===== config.mk =====
export PLATFORM = sky130hd
export DESIGN_NAME = shared_ser_drv
export DESIGN_NICKNAME = d
export VERILOG_FILES = /design/src/rtl/ssd_pkg.sv /design/src/rtl/ssd_tick.sv /design/src/rtl/ssd_shift.sv /design/src/rtl/ssd_seq.sv /design/src/rtl/shared_ser_drv.sv
export SDC_FILE = /design/constraint.sdc
export NUM_CORES = 1
export LEC_CHECK = 0
export BUFFER_PORTS_ARGS = -buffer_cell sky130_fd_sc_hd__buf_2
export CORE_ASPECT_RATIO = 0.5
export CORE_UTILIZATION = 32
export CTS_BUF_LIST = sky130_fd_sc_hd__clkbuf_8
export DETAILED_ROUTE_END_ITERATION = 12
export RECOVER_POWER = 100
export SETUP_SLACK_MARGIN = 0.3
export SLEW_MARGIN = 20
export SYNTH_ARGS = -nofsm -noshare
export SYNTH_HDL_FRONTEND = slang
export SYNTH_SLANG_ARGS = --single-unit

===== constraint.sdc =====
create_clock -name clk -period 4.42 [get_ports clk]
set_input_delay 0.221 -clock clk [delete_from_list [all_inputs] [get_ports clk]]
set_output_delay 0.221 -clock clk [all_outputs]
set_load 0.01 [all_outputs]

===== src/rtl/ssd_pkg.sv =====
package ssd_pkg;

  typedef enum logic [1:0] {
    ST_IDLE,
    ST_SHIFT,
    ST_POST,
    ST_LATCH
  } ssd_state_e;

  // Smallest whole number of cycles covering num units at den units per cycle
  function automatic int ceil_div(input int num, input int den);
    return (num + den - 1) / den;
  endfunction

  function automatic int max2(input int a, input int b);
    return (a > b) ? a : b;
  endfunction

endpackage


===== src/rtl/ssd_tick.sv =====
// Bit-slot timer: low half then high half of the serial clock per slot
module ssd_tick #(
  parameter int HALF_DIV = 4
) (
  input  logic clk,
  input  logic rst_n,
  input  logic run,
  output logic sclk_lvl,
  output logic bit_end
);
  localparam int SLOT = 2 * HALF_DIV;
  localparam int PW   = (SLOT > 1) ? $clog2(SLOT) : 1;

  logic [PW-1:0] phase;

  assign bit_end  = run && (phase == PW'(SLOT - 1));
  assign sclk_lvl = run && (phase >= PW'(HALF_DIV));

  always_ff @(posedge clk or negedge rst_n) begin
    if (!rst_n)                phase <= '0;
    else if (!run || bit_end)  phase <= '0;
    else                       phase <= phase + 1'b1;
  end
endmodule


===== src/rtl/ssd_shift.sv =====
// Left-shifting word register; the MSB drives the data line
module ssd_shift #(
  parameter int W = 16
) (
  input  logic         clk,
  input  logic         rst_n,
  input  logic         load,
  input  logic [W-1:0] load_word,
  input  logic         shift,
  output logic         msb
);
  logic [W-1:0] shreg;

  assign msb = shreg[W-1];

  always_ff @(posedge clk or negedge rst_n) begin
    if (!rst_n)     shreg <= '0;
    else if (load)  shreg <= load_word;
    else if (shift) shreg <= {shreg[W-2:0], 1'b0};
  end
endmodule


===== src/rtl/ssd_seq.sv =====
// Transfer sequencer: arbitration, bit count and latch-phase timing
module ssd_seq
  import ssd_pkg::*;
#(
  parameter int DAC_W      = 16,
  parameter int SR_W       = 8,
  parameter int LD_CYC     = 10,
  parameter int SR_LAT_CYC = 2
) (
  input  logic clk,
  input  logic rst_n,
  input  logic dac_valid,
  input  logic sr_valid,
  input  logic bit_end,
  output logic idle,
  output logic in_shift,
  output logic in_latch,
  output logic dev_dac,
  output logic dac_take,
  output logic sr_take,
  output logic last_bit
);
  localparam int BW = $clog2(DAC_W + 1);
  localparam int LW = $clog2(max2(LD_CYC, SR_LAT_CYC) + 1);

  ssd_state_e    st;
  logic [BW-1:0] bits_left;
  logic [LW-1:0] lat_cnt;

  assign idle     = (st == ST_IDLE);
  assign in_shift = (st == ST_SHIFT);
  assign in_latch = (st == ST_LATCH);
  assign dac_take = idle && dac_valid;
  assign sr_take  = idle && sr_valid && !dac_valid;
  assign last_bit = bit_end && (bits_left == BW'(1));

  always_ff @(posedge clk or negedge rst_n) begin
    if (!rst_n) begin
      st        <= ST_IDLE;
      dev_dac   <= 1'b0;
      bits_left <= '0;
      lat_cnt   <= '0;
    end else begin
      case (st)
        ST_IDLE: begin
          if (dac_take) begin
            st        <= ST_SHIFT;
            dev_dac   <= 1'b1;
            bits_left <= BW'(DAC_W);
          end else if (sr_take) begin
            st        <= ST_SHIFT;
            dev_dac   <= 1'b0;
            bits_left <= BW'(SR_W);
          end
        end
        ST_SHIFT: begin
          if (bit_end) begin
            bits_left <= bits_left - 1'b1;
            if (last_bit) st <= ST_POST;
          end
        end
        ST_POST: begin
          st      <= ST_LATCH;
          lat_cnt <= dev_dac ? LW'(LD_CYC - 1) : LW'(SR_LAT_CYC - 1);
        end
        ST_LATCH: begin
          if (lat_cnt == '0) st <= ST_IDLE;
          else               lat_cnt <= lat_cnt - 1'b1;
        end
        default: st <= ST_IDLE;
      endcase
    end
  end
endmodule


===== src/rtl/shared_ser_drv.sv =====
module shared_ser_drv
  import ssd_pkg::*;
#(
  parameter int DAC_W      = 16,
  parameter int SR_W       = 8,
  parameter int HALF_DIV   = 4,
  parameter int CLK_NS     = 10,
  parameter int LD_MIN_NS  = 100,
  parameter int SR_LAT_CYC = 2
) (
  input  logic             clk,
  input  logic             rst_n,
  input  logic             dac_valid,
  input  logic [DAC_W-1:0] dac_data,
  output logic             dac_ready,
  input  logic             sr_valid,
  input  logic [SR_W-1:0]  sr_data,
  output logic             sr_ready,
  output logic             sclk,
  output logic             sdata,
  output logic             dac_cs_n,
  output logic             dac_ld_n,
  output logic             sr_latch
);
  localparam int LD_CYC = ceil_div(LD_MIN_NS, CLK_NS);

  // Named internal events, visible to the bound checker
  logic idle, in_shift, in_latch, dev_dac;
  logic dac_take, sr_take, last_bit, bit_end, sclk_lvl, msb;
  logic [DAC_W-1:0] load_word;

  assign load_word = dac_take ? dac_data
                              : (DAC_W'(sr_data) << (DAC_W - SR_W));

  ssd_seq #(
    .DAC_W(DAC_W), .SR_W(SR_W), .LD_CYC(LD_CYC), .SR_LAT_CYC(SR_LAT_CYC)
  ) u_seq (
    .clk(clk), .rst_n(rst_n), .dac_valid(dac_valid), .sr_valid(sr_valid),
    .bit_end(bit_end), .idle(idle), .in_shift(in_shift), .in_latch(in_latch),
    .dev_dac(dev_dac), .dac_take(dac_take), .sr_take(sr_take),
    .last_bit(last_bit)
  );

  ssd_tick #(.HALF_DIV(HALF_DIV)) u_tick (
    .clk(clk), .rst_n(rst_n), .run(in_shift),
    .sclk_lvl(sclk_lvl), .bit_end(bit_end)
  );

  ssd_shift #(.W(DAC_W)) u_shift (
    .clk(clk), .rst_n(rst_n), .load(dac_take || sr_take),
    .load_word(load_word), .shift(bit_end), .msb(msb)
  );

  assign sclk      = sclk_lvl;
  assign sdata     = msb;
  assign dac_cs_n  = !(in_shift && dev_dac);
  assign dac_ld_n  = !(in_latch && dev_dac);
  assign sr_latch  = in_latch && !dev_dac;
  assign dac_ready = idle;
  assign sr_ready  = idle && !dac_valid;
endmodule


==> impl_metrics.toml, run 1 <==
[synthesis]
synth_cell_types = 38
yosysWarnings = 0
ys_seq_area_frac = 0.445
yosys.area.top_type = "dfrtp_1"
synth_top_flop_cell = "dfrtp_1"
synth_most_common_cell = "dfrtp_1"
syn-num-nets = 219
yosys-top-cells-count = "dfrtp_1 (31), nand2_1 (22), o21ai_0 (18)"
async_flop_share = 1.00
synthCells = 181
synth_seq_cells = 31
syn_area_mm2 = 0.00174
avgSynthCellArea_um2 = 9.62
synthTopCellsByArea = "dfrtp_1 (45%), ha_1 (7.2%), o21ai_0 (5.2%)"
synth_edf_count = 0
synth_top_area_share = 0.445

[pwr]
vdd_drop_max_mv = 0.194
power.density_mw_per_mm2 = 650
total_leakage_power_nw = 0.911

[global_route]
antenna_found_initial = 0
track_usage = 0.137
grt_pass1_wl_mm = 5.84
grt_pass1_vias = 1277
grt_max_degree = 32
grt_overflow = 0

[sta]
setup_violations = 0
min_period_ns = 2.56
max_freq_ghz = 0.390
fin_setup_tns_ns = 0
worstMarginPinSlew_ns = 1.67
drv_slew = 32
setup_ws_ns = 1.86
fin_crit_sh = 0.580
finClkSkew_ns = 0.00888
final_hold_viol_count = 0
slew_headroom = -0.115
rsz0062_at_grt = "no"

[setup_path]
reg2reg_slack_ns = 1.86
reg2reg_depth = 5
r2r-start = "u_seq.st[0]$_DFFE_PN0P_"
slowest_stage = "a21oi_1"
path_max_fanout = 20
crit_type = "reg2reg"
critPathLaunchType = "flip-flop"
cpPeakStageDelay_ns = 0.99
setup.worst_path.end_class = "flip-flop"
arrival_ns = 2.67
required_ns = 4.53
crit_end = "u_shift.shreg[15]$_DFFE_PN0P_"
worstPathCellList = "inv_1 -> ha_1 -> o21a_1 -> a21oi_1 -> o21ai_0"
rr_endpoint = "u_shift.shreg[15]$_DFFE_PN0P_"
critPathLaunch = "u_seq.st[0]$_DFFE_PN0P_"

[floorplanning]
core_mm2 = 0.00507
row_count = 18
fp.dieH_um = 54.2
start_util = 0.344
die-area_mm2 = 0.00576
fp.dieW_um = 106
num_io_pins = 35

[layout]
drive_above_1_share = 0.192
nets = 251
area_growth_pct = 16.7
fillerInstances = 515
diodes = 0

[detailed_routing]
wirelength_mm = 3.64
routed_via_density = 4.87
antenna_left = 0
drtIter0Drc = 45
drc = 0
post_drt_wl_per_cell_um = 12.8
routed-via-count = 1384
drt_pass1_iterations = 4

[status]
outcome = "finished with violations"
violations = "capacitance limit, slew limit"

[hold_path]
hp-class = "in2reg"

[placement]
pre_cts_ws_ns = 2.29
gp_congestion = 0.738
hpwl_mm = 2.57
numPortBuffers = 34

[clock_tree]
post_cts_buffers = 0
clock_sinks = 31
insertion_delay_ns = 0.29
cts_buffers = 5
clockBufferDepth = 2
clockRootBuffer = "clkbuf_8"
postCtsResizedCells = 0
ctsHoldBuffers = 0
htree_levels = 2
cts_tree = "done"
path_clk_slew_ns = 0.07

[job]
drv_cap = 1
layout by cell type, fill, tap and decap left out:
cell       synthesis  final
nand3_1            3      3
a211oi_1           1      1
a21o_1             1      1
o41ai_4            1      1
or3_2              1      1
o21ai_0           18     19
a221oi_1           3      3
nor3_1             4      4
mux2_2             2      2
and2_0             0      3
and3_1             1      1
clkbuf_8           0      6
buf_2              3     27
o2bb2ai_1         10     10
a32oi_1            1      1
clkbuf_1           2      7
dfrtp_1           31     31
nand2_1           22     23
nand3_4            1      1
nor2b_1            3      3
or3b_1             0      2
clkinv_2           0      1
a22oi_1            1      1
ha_1              10     10
nand2b_1           4      4
o22ai_1            9      9
or2_2              1      1
a22o_1             1      1
bufinv_16          0      1
mux2i_1            1      1
a21oi_1            8      9
mux2_1             0      1
nor2_1            13     13
inv_1              9      9
nor3b_1            2      2
o21a_1             1      1
worst max-delay path: cells and delay by family, from the launching register on:
kind | cells | cell delay (ns)
compound gates | 3 | 1.52
fa+ha+maj | 1 | 0.40
flops | 1 | 0.38
buf+inv | 1 | 0.09
area by class of cell:
class                   count  area (µm²)  area share
clock buffers               6        82.6      0.0406
clock inverters             2        35.0      0.0172
inverters                   9        33.8      0.0166
multi-input cells         132         857       0.422
flip-flops and latches     31         776       0.382
well taps                  70        87.6      0.0431
repair buffers             34         161      0.0794
routing by layer:
metal	wire length [µm]	part of all wire	GRT usage	vias up
met5	0	0	0	-
met4	52	0.014	0.0648	0
met3	119	0.033	0.0363	4
met2	1580	0.44	0.215	17
met1	1880	0.52	0.178	651
li1	-	-	-	712
cells by family after synthesis:
logic type                 Yosys count  share of synthesized area
AOI/OAI and AO/OA                   57                      0.223
DFF                                 31                      0.445
buffers and inverters               18                     0.0496
and+or+nand+nor                     61                      0.182
muxes                                4                     0.0273
adders and majority gates           10                     0.0718
registers in the layout, indices dropped and copies added, names as in the netlist:
| name | cells |
|---|---|
| u_seq.dev_dac | 1 |
| u_seq.bits_left | 5 |
| u_seq.st | 2 |
| u_tick.phase | 3 |
| u_shift.shreg | 16 |
| u_seq.lat_cnt | 4 |
worst min path at each step:
stage               cells after the start  slack, ns        start                              to
CTS                                     1      0.008        rst_n  u_seq.bits_left[0]$_DFFE_PN0P_
finish                                  3       0.16  dac_data[6]    u_shift.shreg[6]$_DFFE_PN0P_
global placement                        1       0.31        rst_n  u_seq.bits_left[2]$_DFFE_PN0P_
floorplan                               0      -0.07        rst_n  u_seq.bits_left[0]$_DFFE_PN0P_
global route                            3       0.16  dac_data[1]    u_shift.shreg[1]$_DFFE_PN0P_
detailed placement                      1       0.32        rst_n  u_seq.bits_left[2]$_DFFE_PN0P_
power breakdown:
part	internal [mW]	leakage, nW	switching (mW)
combinational	0.227	0.467	0.311
sequential	0.408	0.383	0.0839
clock	0.182	0.0612	0.110
metrics by stage:
step | util | total power [mW] | cells | area, µm² | hold slack [ns]
2_1_floorplan | - | 0.950 | 181 | 1740 | -0.0746
3_3_place_gp | 0.384 | 1.05 | 276 | 1950 | 0.306
3_5_place_dp | 0.384 | 1.07 | 276 | 1950 | 0.316
4_1_cts | 0.407 | 1.37 | 284 | 2060 | 0.00824
5_1_grt | 0.401 | 1.44 | 284 | 2030 | 0.155
6_report | 0.401 | 1.32 | 284 | 2030 | 0.160
Power figures use the tool's default switching activity.
==> run 2, diff against run 1 <==
==> constraint.sdc (replaced) <==
create_clock -name clk -period 2.3 [get_ports clk]
set_input_delay 0.115 -clock clk [delete_from_list [all_inputs] [get_ports clk]]
set_output_delay 0.115 -clock clk [all_outputs]
set_load 0.01 [all_outputs]
==> run 2 against run 1 <==
Net effect:
- the run now ends clean
- design area increased by 0.68%
- wire length grew 2.2%
- fmax is 37% higher
- via count increased by 3.3%
- power grew 89%
- die area stayed put
- critical path type unchanged
- largest cell class unchanged
- largest power group unchanged
- highest routed layer unchanged
==> impl_metrics.toml, run 2 (synthesis results as in run 1) <==
[status]
outcome = "finished clean"

[global_route]
track_usage = 0.141
grt_max_degree = 32
grt_pass1_vias = 1279
grt_overflow = 0
grt_pass1_wl_mm = 5.98
antenna_found_initial = 0

[layout]
reg_top3 = "u_shift.shreg (16), u_seq.bits_left (5), u_seq.lat_cnt (4)"
final_common_cell = "dfrtp_1"
diodes = 0
largest_register = "u_shift.shreg"
finish.utilization = 0.404
layout_common_cells = "dfrtp_1 (31), buf_2 (28), nand2_1 (23)"
nets = 255
instances_no_fill = 288
largest_register_ffs = 16
fin_area_mm2 = 0.00205
drive_above_1_share = 0.202
area_growth_pct = 17.5

[sta]
timing.hold.ws_ns = 0.0528
min_period_ns = 1.87
fin_setup_tns_ns = 0
slew_headroom = 0.428
final_hold_viol_count = 0
setup_violations = 0
max_freq_ghz = 0.535
drv_slew = 0
fin_crit_sh = 0.812
setup_ws_ns = 0.432
rsz0062_at_grt = "no"
worstMarginPinSlew_ns = 0.848
finClkSkew_ns = 0.00340

[pwr]
power.density_mw_per_mm2 = 1220
vdd_drop_max_mv = 0.332
total_leakage_power_nw = 0.927
power_mw = 2.49

[setup_path]
setup.worst_path.end_class = "flip-flop"
required_ns = 2.47
path_max_fanout = 9
r2r-start = "u_seq.st[0]$_DFFE_PN0P_"
reg2reg_slack_ns = 0.43
critPathLaunchType = "flip-flop"
crit_type = "reg2reg"
arrival_ns = 2.04
slowest_stage = "or3b_1"
crit_buf_inv = 1
reg2reg_depth = 6
cpPeakStageDelay_ns = 0.48
worstPathCellList = "inv_1 -> ha_1 -> or3b_1 -> and2_0 -> o21ai_0 -> a21oi_1"
rr_endpoint = "u_seq.bits_left[3]$_DFFE_PN0P_"
critPathTopFamily = "simple AND/OR/NAND/NOR gates"

[detailed_routing]
wirelength_mm = 3.72
drc = 0
routed-via-count = 1430
drt_pass1_iterations = 4
drtIter0Drc = 51
antenna_left = 0
post_drt_wl_per_cell_um = 12.9
routed_via_density = 4.97

[floorplanning]
core_mm2 = 0.00507
num_io_pins = 35
fp.dieW_um = 106
start_util = 0.344
fp.dieH_um = 54.2
row_count = 18
die-area_mm2 = 0.00576

[clock_tree]
cts_buffers = 5
clockBufferDepth = 2
cts_tree = "done"
clock_sinks = 31
clockRootBuffer = "clkbuf_8"
post_cts_buffers = 0
htree_levels = 2
path_clk_slew_ns = 0.07
insertion_delay_ns = 0.28

[placement]
dpl-instance-area_mm2 = 0.00197
pre_cts_ws_ns = 0.471
numPortBuffers = 34
gp_congestion = 0.760
dp_cells = 279
hpwl_mm = 2.60

[hold_path]
hold_depth = 3
hp-class = "in2reg"
min-delay-start = "dac_data[2]"
whs_endpoint = "u_shift.shreg[2]$_DFFE_PN0P_"

[job]
drv_cap = 0
[run 2: cell count changes in the layout (fill, tap and decap cells not counted), sizes merged]
cell and change:
dlygate4sd3 +1, inv +1, clkbuf +1, buf +3, bufinv -1, clkinv -1
[run 2: worst max-delay path by stage]
stage                            start                             end  slack [ns]  depth (start not counted)
6_report       u_seq.st[0]$_DFFE_PN0P_  u_seq.bits_left[3]$_DFFE_PN0P_        0.43                          6
5_1_grt        u_seq.st[0]$_DFFE_PN0P_  u_seq.bits_left[4]$_DFFE_PN0P_        0.24                          7
4_1_cts        u_seq.st[0]$_DFFE_PN0P_  u_seq.bits_left[4]$_DFFE_PN0P_        0.44                          7
3_5_place_dp   u_seq.st[0]$_DFFE_PN0P_  u_seq.bits_left[4]$_DFFE_PN0P_        0.47                          7
3_3_place_gp   u_seq.st[0]$_DFFE_PN0P_  u_seq.bits_left[4]$_DFFE_PN0P_        0.49                          7
2_1_floorplan  u_seq.st[0]$_DFFE_PN0P_         u_seq.st[1]$_DFFE_PN0P_        0.57                          6
[run 2: per-layer routing]
metal  share of wire  GRT usage  vias up
met4           0.019     0.0694        0
met5               0          0        -
li1                -          -      716
met2            0.45      0.226       24
met3           0.038     0.0412        7
met1            0.50      0.178      683
[run 2: report_power, final]
part / internal [mW] / leakage [nW] / switching (mW)
Clock: 0.268 / 0.0557 / 0.205
Sequential: 0.783 / 0.383 / 0.168
Combinational: 0.462 / 0.488 / 0.608
Total: 1.51 / 0.927 / 0.981
[run 2: area by class of cell]
| class | instances | area [µm²] |
|---|---|---|
| clock inverters | 1 | 3.75 |
| flip-flops and latches | 31 | 776 |
| inverters | 9 | 33.8 |
| repair buffers | 38 | 193 |
| clock buffers | 7 | 96.3 |
| well taps | 70 | 87.6 |
| multi-input cells | 132 | 857 |
| fillers | 512 | 3020 |
[run 2: what timing repair did]
item                       in CTS  in global routing
hold endpoints to repair       31                  0
resized for setup               0                  1
setup endpoints to repair       0                  2
hold buffers                    1                  0
[run 2: worst reg2reg max path, stage by stage, from the launching register on]
cell and delay, ns:
dfrtp_1 0.40, inv_1 0.11, ha_1 0.33, or3b_1 0.48, and2_0 0.23, o21ai_0 0.11, a21oi_1 0.09
==> run 3, diff against run 2 <==
==> constraint.sdc (replaced) <==
create_clock -name clk -period 1.9 [get_ports clk]
set_input_delay 0.095 -clock clk [delete_from_list [all_inputs] [get_ports clk]]
set_output_delay 0.095 -clock clk [all_outputs]
set_load 0.01 [all_outputs]
==> run 3 against run 2 <==
Net effect:
- count of clock-buffer cells in the layout shrank 1
- design area grew 12%
- die area is the same
- final cell count grew 5.2%
- global-route usage grew 0.051 points
- first-iteration DRC count is the same
- largest power group unchanged
- fmax grew 6.9%
- wire length grew 7.3%
- highest routed layer unchanged
- sequential power grew 22%
==> impl_metrics.toml, run 3 (synthesis results as in run 1) <==
[status]
outcome = "finished clean"

[global_route]
grt_overflow = 0
antenna_found_initial = 0
track_usage = 0.141
grt_max_degree = 32
grt_pass1_vias = 1289
grt_pass1_wl_mm = 6.01

[detailed_routing]
antenna_left = 0
routed-via-count = 1460
wirelength_mm = 3.99
routed_via_density = 4.82
post_drt_wl_per_cell_um = 13.2
drc = 0
drtIter0Drc = 51
drt_pass1_iterations = 4

[setup_path]
setup.worst_path.end_class = "flip-flop"
critPathLaunchType = "flip-flop"
r2r-start = "u_seq.lat_cnt[1]$_DFFE_PN0P_"
critPathLaunch = "u_seq.lat_cnt[1]$_DFFE_PN0P_"
path_max_fanout = 4
arrival_ns = 1.93
required_ns = 2.09
crit_type = "reg2reg"

[sta]
min_period_ns = 1.75
rsz0062_at_grt = "yes"
fin_crit_sh = 0.920
slew_headroom = 0.475
max_freq_ghz = 0.572
drv_slew = 0
finClkSkew_ns = 0.00995
worstMarginPinSlew_ns = 0.787
final_hold_viol_count = 0
setup_violations = 0
fin_setup_tns_ns = 0

[floorplanning]
fp.dieW_um = 106
row_count = 18
fp.dieH_um = 54.2
core_mm2 = 0.00507
start_util = 0.344
num_io_pins = 35
die-area_mm2 = 0.00576

[layout]
nets = 270
fillerInstances = 488
reg_top3 = "u_shift.shreg (16), u_seq.bits_left (5), u_seq.lat_cnt (4)"
largest_register = "u_shift.shreg"
final_common_cell = "dfrtp_1"
instances_no_fill = 303
largest_register_ffs = 16
diodes = 0
area_growth_pct = 31.2
drive_above_1_share = 0.326
layout_common_cells = "dfrtp_1 (30), buf_2 (27), nand2_1 (21)"

[clock_tree]
cts_tree = "done"
htree_levels = 2
path_clk_slew_ns = 0.07
cts_buffers = 5
clockRootBuffer = "clkbuf_8"
clockBufferDepth = 2
insertion_delay_ns = 0.30
clock_sinks = 31

[placement]
dp_cells = 281
numPortBuffers = 34
hpwl_mm = 2.65
gp_congestion = 0.724

[pwr]
p_switching_mw = 1.34
pwr-share-comb = 0.480
p_int_mw = 2.23
pwr-share-seq = 0.324
clockPowerShare = 0.195
swShare = 0.375
total_leakage_power_nw = 1.02
power.density_mw_per_mm2 = 1560
vdd_drop_max_mv = 0.502

[hold_path]
hp-class = "in2reg"
min-delay-start = "dac_data[0]"

[job]
drv_cap = 0
==> run 3: repair_timing <==
action / CTS / global route
hold buffers: 1 / 0
endpoints found under the hold margin: 31 / 0
setup buffers: 7 / 6
endpoints found under the setup margin: 21 / 23
gates resized for setup: 9 / 12
pin swaps: 5 / 6
==> run 3: critical path, stage by stage, from the launching register on <==
cell,delay (ns)
dfrtp_1,0.39
inv_1,0.12
ha_4,0.15
or3b_4,0.37
nand2_1,0.19
nand3_4,0.10
mux2_4,0.31
==> run 3: power groups by stage <==
stage | logic (mW) | clock network, mW | registers [mW]
after global placement | 1.40 | 0 | 1.15
after floorplan | 1.14 | 0 | 1.11
after CTS | 1.57 | 0.712 | 1.15
after detailed placement | 1.46 | 0 | 1.16
after global routing | 1.90 | 0.738 | 1.19
final | 1.71 | 0.698 | 1.16
==> run 3: path summary, 6_finish.rpt <==
path / end / slack [ns] / depth (start not counted)
min in group asynchronous: u_seq.bits_left[3]$_DFFE_PN0P_ / 0.41 / 2
max in group asynchronous: u_seq.st[0]$_DFFE_PN0P_ / 0.95 / 2
hold reg to reg: u_tick.phase[0]$_DFF_PN0_ / 0.44 / 1
hold / removal: u_shift.shreg[0]$_DFFE_PN0P_ / 0.007 / 2
setup / recovery: u_seq.st[1]$_DFFE_PN0P_ / 0.15 / 6
setup reg to reg: u_seq.st[1]$_DFFE_PN0P_ / 0.15 / 6
==> run 3: cell type report <==
type                    count  area [µm²]  area share
multi-input cells         132         948       0.415
flip-flops and latches     31         777       0.340
repair buffers             53         320       0.140
well taps                  70        87.6      0.0383
clock buffers               6        82.6      0.0361
clock inverters             2        35.0      0.0153
inverters                   9        33.8      0.0148
==> run 3: layer usage <==
layer  up-vias  GRT usage  wire [µm]
met5         -          0          0
met3         7     0.0387        127
met4         0     0.0694         78
met2        19      0.224       1850
met1       694      0.182       1930
li1        740          -          -
==> run 3: stage by stage <==
| step | utilization | worst slack (ns) | hold slack, ns | area [µm²] | power (mW) |
|---|---|---|---|---|---|
| after floorplan | - | 0.276 | -0.201 | 1760 | 2.25 |
| after global placement | 0.394 | 0.216 | 0.195 | 2000 | 2.55 |
| after detailed placement | 0.394 | 0.150 | 0.196 | 2000 | 2.62 |
| after CTS | 0.434 | 0.262 | 0.00563 | 2200 | 3.44 |
| after global routing | 0.451 | 0.0950 | 0.00955 | 2280 | 3.83 |
| final | 0.451 | 0.152 | 0.00696 | 2280 | 3.57 |
